### src/rtl/jtag_tap_ctrl.sv
module jtag_tap_ctrl #(
  parameter int              IR_W       = 4,
  parameter logic [3:0]      ID_VERSION = 4'h3,
  parameter logic [15:0]     ID_PART    = 16'h6a5c,
  parameter logic [10:0]     ID_MAKER   = 11'h0cf,
  parameter logic [IR_W-1:0] OP_EXTEST  = '0,
  parameter logic [IR_W-1:0] OP_IDCODE  = IR_W'(1),
  parameter logic [IR_W-1:0] OP_SAMPLE  = IR_W'(2),
  parameter logic [IR_W-1:0] OP_BYPASS  = '1
) (
  input  logic       tck,
  input  logic       trst_n,
  input  logic       tms,
  input  logic       tdi,
  output logic       tdo,
  output logic       tdo_oe,
  input  logic       bsr_tdo,
  output logic       bs_capture,
  output logic       bs_shift,
  output logic       bs_update,
  output logic       extest_mode,
  output logic [3:0] tap_state
);
  localparam int         ID_W    = 32;
  localparam logic [ID_W-1:0] ID_WORD = {ID_VERSION, ID_PART, ID_MAKER, 1'b1};
  localparam logic [IR_W-1:0] IR_CAP  = {{(IR_W-2){1'b0}}, 2'b01};

  typedef enum logic [3:0] {
    S_RESET = 4'd0,  S_IDLE  = 4'd1,  S_SELDR = 4'd2,  S_CAPDR = 4'd3,
    S_SHDR  = 4'd4,  S_X1DR  = 4'd5,  S_PSDR  = 4'd6,  S_X2DR  = 4'd7,
    S_UPDR  = 4'd8,  S_SELIR = 4'd9,  S_CAPIR = 4'd10, S_SHIR  = 4'd11,
    S_X1IR  = 4'd12, S_PSIR  = 4'd13, S_X2IR  = 4'd14, S_UPIR  = 4'd15
  } st_t;

  st_t st, st_nx;
  logic [IR_W-1:0] ir_sh, ir;
  logic [ID_W-1:0] id_sh;
  logic            byp, tdo_r;
  logic            sel_id, sel_bsr;

  always_comb begin
    case (st)
      S_RESET: st_nx = tms ? S_RESET : S_IDLE;
      S_IDLE:  st_nx = tms ? S_SELDR : S_IDLE;
      S_SELDR: st_nx = tms ? S_SELIR : S_CAPDR;
      S_CAPDR: st_nx = tms ? S_X1DR  : S_SHDR;
      S_SHDR:  st_nx = tms ? S_X1DR  : S_SHDR;
      S_X1DR:  st_nx = tms ? S_UPDR  : S_PSDR;
      S_PSDR:  st_nx = tms ? S_X2DR  : S_PSDR;
      S_X2DR:  st_nx = tms ? S_UPDR  : S_SHDR;
      S_UPDR:  st_nx = tms ? S_SELDR : S_IDLE;
      S_SELIR: st_nx = tms ? S_RESET : S_CAPIR;
      S_CAPIR: st_nx = tms ? S_X1IR  : S_SHIR;
      S_SHIR:  st_nx = tms ? S_X1IR  : S_SHIR;
      S_X1IR:  st_nx = tms ? S_UPIR  : S_PSIR;
      S_PSIR:  st_nx = tms ? S_X2IR  : S_PSIR;
      S_X2IR:  st_nx = tms ? S_UPIR  : S_SHIR;
      S_UPIR:  st_nx = tms ? S_SELDR : S_IDLE;
      default: st_nx = S_RESET;
    endcase
  end

  always_ff @(posedge tck or negedge trst_n)
    if (!trst_n) st <= S_RESET;
    else         st <= st_nx;

  always_ff @(posedge tck or negedge trst_n)
    if (!trst_n) begin
      ir_sh <= '0;
      ir    <= OP_IDCODE;
    end else begin
      if (st == S_CAPIR)     ir_sh <= IR_CAP;
      else if (st == S_SHIR) ir_sh <= {tdi, ir_sh[IR_W-1:1]};
      if (st == S_RESET)     ir <= OP_IDCODE;
      else if (st == S_UPIR) ir <= ir_sh;
    end

  assign sel_id  = (ir == OP_IDCODE);
  assign sel_bsr = (ir == OP_EXTEST) || (ir == OP_SAMPLE);

  always_ff @(posedge tck or negedge trst_n)
    if (!trst_n) begin
      byp   <= 1'b0;
      id_sh <= '0;
    end else if (st == S_CAPDR) begin
      byp   <= 1'b0;
      id_sh <= ID_WORD;
    end else if (st == S_SHDR) begin
      byp   <= tdi;
      id_sh <= {tdi, id_sh[ID_W-1:1]};
    end

  always_ff @(negedge tck or negedge trst_n)
    if (!trst_n) begin
      tdo_r  <= 1'b1;
      tdo_oe <= 1'b0;
    end else begin
      tdo_oe <= (st == S_SHIR) || (st == S_SHDR);
      tdo_r  <= (st == S_SHIR) ? ir_sh[0] :
                sel_id         ? id_sh[0] :
                sel_bsr        ? bsr_tdo  : byp;
    end

  assign tdo         = tdo_r;
  assign tap_state   = st;
  assign bs_capture  = sel_bsr && (st == S_CAPDR);
  assign bs_shift    = sel_bsr && (st == S_SHDR);
  assign bs_update   = sel_bsr && (st == S_UPDR);
  assign extest_mode = (ir == OP_EXTEST);

  p_shdr_hold_r1: assert property (@(posedge tck) disable iff (!trst_n)
    (st == S_SHDR && !tms) |=> (st == S_SHDR));
  p_reset_idcode_r4: assert property (@(posedge tck) disable iff (!trst_n)
    (st == S_RESET) |=> (ir == OP_IDCODE));
  p_capir_pattern_r5: assert property (@(posedge tck) disable iff (!trst_n)
    (st == S_CAPIR) |=> (ir_sh == IR_CAP));
  p_ir_stable_r6: assert property (@(posedge tck) disable iff (!trst_n)
    (st != S_UPIR && st != S_RESET) |=> $stable(ir));
  p_strobe_excl_r9: assert property (@(posedge tck) disable iff (!trst_n)
    $onehot0({bs_capture, bs_shift, bs_update}));
  p_oe_shift_r10: assert property (@(posedge tck) disable iff (!trst_n)
    tdo_oe == ((st == S_SHDR) || (st == S_SHIR)));
endmodule

### config.mk
export PLATFORM = sky130hd
export DESIGN_NAME = jtag_tap_ctrl
export DESIGN_NICKNAME = d
export VERILOG_FILES = /design/src/rtl/jtag_tap_ctrl.sv
export SDC_FILE = /design/constraint.sdc
export NUM_CORES = 1
export LEC_CHECK = 0
export BUFFER_PORTS_ARGS = -buffer_cell sky130_fd_sc_hd__buf_2
export CORE_MARGIN = 2
export CORE_UTILIZATION = 55
export CTS_BUF_LIST = sky130_fd_sc_hd__clkbuf_4
export DETAILED_ROUTE_END_ITERATION = 6
export PLACE_DENSITY = 0.75
export SETUP_SLACK_MARGIN = 0.1
export SYNTH_ARGS = -nofsm -noshare
export SYNTH_HDL_FRONTEND = slang
export SYNTH_SLANG_ARGS = --single-unit
export TNS_END_PERCENT = 50
### constraint.sdc
create_clock -name tck -period 1.5 [get_ports tck]
set_input_delay 0.075 -clock tck [delete_from_list [all_inputs] [get_ports tck]]
set_output_delay 0.075 -clock tck [all_outputs]
set_load 0.02 [all_outputs]
==> impl_metrics.py <==
metrics = {
    "outcome": {
        "status": "complete, but fails checks",
        "violations": "negative setup slack",
    },
    "synthesis": {
        "yosys.area.top_type": "dfrtp_1",
        "ys_ff_latch": 46,
        "syn-num-nets": 190,
        "synth_area_mm2": 0.002003,
        "ys_types": 39,
        "syn_area_per_cell_um2": 10.83,
        "synth_top_area_share_pct": 53.72,
        "yosys_warnings": 0,
        "ys_seq_area_share_pct": 57.59,
        "synth_cells": 185,
        "synthTopCellsByArea": "dfrtp_1 (54%), a22o_1 (6.6%), o22a_1 (6.1%)",
    },
    "clocking": {
        "cts.sinks": 46,
        "clk_latency_ps": 400,
        "tritoncts": "yes",
        "clock_path_buffers": 2,
        "cts_made_buffers": 5,
        "root_buffer": "clkbuf_4",
        "h-tree-depth": 2,
        "clk_pin_slew_ps": 120,
    },
    "sta": {
        "rsz0062_at_grt": "yes",
        "slew_headroom_pct": 75.61,
        "worst_slack_ps": -376.3,
        "fin_skew_ps": 52.00,
        "tightest_slew_ps": 365.8,
        "hold_ws_ps": 81.61,
        "slew_viol_final": 0,
        "setup_viol": 27,
        "fin_setup_tns_ps": -2826,
        "hold_violations": 0,
    },
    "pwr": {
        "power.density_mw_per_mm2": 2300,
        "p_leak_uw": 0.001153,
        "max-vdd-ir-drop_uv": 939.0,
    },
    "final_layout": {
        "final_layout_size_suffix_gt1_share_pct": 37.44,
        "syn_to_final_growth_pct": 29.48,
        "nets": 232,
        "n_antenna_cell": 0,
        "final_common_cell": "dfrtp_1",
        "layout.cells.most_common_list": "dfrtp_1 (39), buf_4 (25), nand2_1 (17), a22o_1 (15), o22a_1 (14)",
        "filler_cell_count": 215,
    },
    "route": {
        "firstDrtPassIters": 4,
        "wirelength_um": 4628,
        "drc": 0,
        "ant_nets": 0,
        "via_count": 1616,
        "drt_iter0_markers": 127,
        "drt-wirelength-per-cell_um": 16.95,
        "viasPerCell": 5.919,
    },
    "setup_path": {
        "required_ps": 1420,
        "slowest_delay_ps": 530,
        "worstPathArrival_ps": 1800,
        "crit_family": "flip-flops",
        "cp-end-kind": "output pin",
        "critPathMaxFanout": 1,
        "crit_chain": "buf_6",
        "critical_path_class": "register to output pin",
        "critPathBufInv": 1,
        "crit_path_start_kind": "register",
        "critical_path.slowest_cell": "dfstp_2",
    },
    "die": {
        "rows": 21,
        "die_area_mm2": 0.004141,
        "die_width_um": 64.35,
        "die_h_um": 64.35,
        "core-area_mm2": 0.003416,
        "initial_utilization_pct": 58.64,
        "io_pins": 15,
    },
    "global_route": {
        "grt_pass1_vias": 1626,
        "grt_overflow": 0,
        "grt_max_degree": 30,
        "grt_antenna_before_repair": 0,
        "track_usage_pct": 25.07,
        "grt_pass1_wl_um": 7824,
    },
    "place": {
        "portBuffers": 14,
        "preCtsSetupSlack_ps": -373.6,
        "place_hpwl_um": 3102,
        "globalplace.congestion": 0.8046,
    },
    "run": {
        "maxCapViolations": 0,
    },
    "hold_path": {
        "hold_class": "primary input to register",
    },
}
## area by class of cell
| class | count | area, um2 | share of cell area, % |
|---|---|---|---|
| repair buffers | 49 | 435.4 | 16.79 |
| flip-flops and latches | 46 | 1159 | 44.67 |
| clock buffers | 6 | 45.04 | 1.737 |
| clock inverters | 2 | 11.26 | 0.4342 |
| well taps | 46 | 57.56 | 2.219 |
| inverters | 4 | 15.01 | 0.5789 |
| multi-input cells | 120 | 870.8 | 33.57 |
## sequential cells by signal, summed over array words and instances, names as in the netlist
register   cells
id_sh         32
tdo_oe         1
tdo            1
ir_sh          4
ir             4
tap_state      4
## Yosys cell counts
cell type / count
a211o_1: 2
a21oi_1: 12
a221o_1: 1
a22o_1: 15
a22oi_1: 3
a2bb2oi_1: 1
a31oi_1: 1
and3_1: 1
buf_1: 2
buf_2: 7
buf_6: 2
clkbuf_1: 3
dfrtn_1: 1
dfrtp_1: 43
dfstp_2: 2
inv_1: 5
nand2_1: 18
nand2_2: 1
nand2b_1: 3
nand3_1: 4
nand3b_1: 1
nand4_1: 1
nor2_1: 11
nor2_4: 1
nor2b_1: 3
nor3_1: 2
nor3b_1: 1
nor4_1: 2
o211ai_1: 1
o21a_1: 1
o21ai_0: 9
o221ai_1: 1
o22a_1: 14
o22ai_1: 4
o2bb2ai_1: 1
or2_1: 1
or3_1: 2
or3b_4: 1
xor2_1: 1
## stage by stage
stage	power (uW)	instances	util, %	area (um2)
finish	5966	273	75.93	2594
CTS	5841	272	74.25	2536
floorplan	4075	185	-	2090
global placement	4698	255	67.58	2308
detailed placement	4894	255	67.58	2308
global route	6366	273	75.93	2594
## routing by layer
metal / wire, um / vias to the layer above / global-route usage, %
li1: - / 760 / -
met1: 1904 / 823 / 30.44
met2: 2533 / 25 / 43.10
met3: 112 / 8 / 5.810
met4: 78 / 0 / 10.11
met5: 0 / - / 0
## report_power, final
group / internal (uW) / switching [uW] / total [uW]
Clock: 197 / 375 / 571
Combinational: 1620 / 1530 / 3150
Sequential: 1810 / 437 / 2240
Total: 3620 / 2340 / 5970
## logic make-up (layout without fill, tap and decap cells)
family | after synthesis | count (layout) | share of synthesized area [%]
xor gates and xnor gates | 1 | 1 | 0.4373
DFF | 46 | 46 | 57.59
buffers and inverters | 19 | 61 | 4.747
and+or+nand+nor | 53 | 53 | 13.18
AOI/OAI and AO/OA | 66 | 66 | 24.05
## worst paths after layout
path	to	slack, ps	cells past startpoint	startpoint
worst max-delay path	tdo	-380	1	tdo
worst max register to register	tdo	-340	3	ir[0]
worst min register to register	id_sh[12]	520	1	id_sh[12]
min in group asynchronous	ir[2]	230	3	trst_n
max in group asynchronous	tdo_oe	410	3	trst_n
worst min-delay path	tap_state[1]	80	3	tms
## what timing repair did
action,CTS,global route
setup endpoints to repair,44,45
pin swaps,19,17
gates resized for setup,25,15
hold buffers,2,0
buffers inserted,8,1
hold endpoints to repair,45,0
No activity file was read; power rests on OpenSTA's default activity.
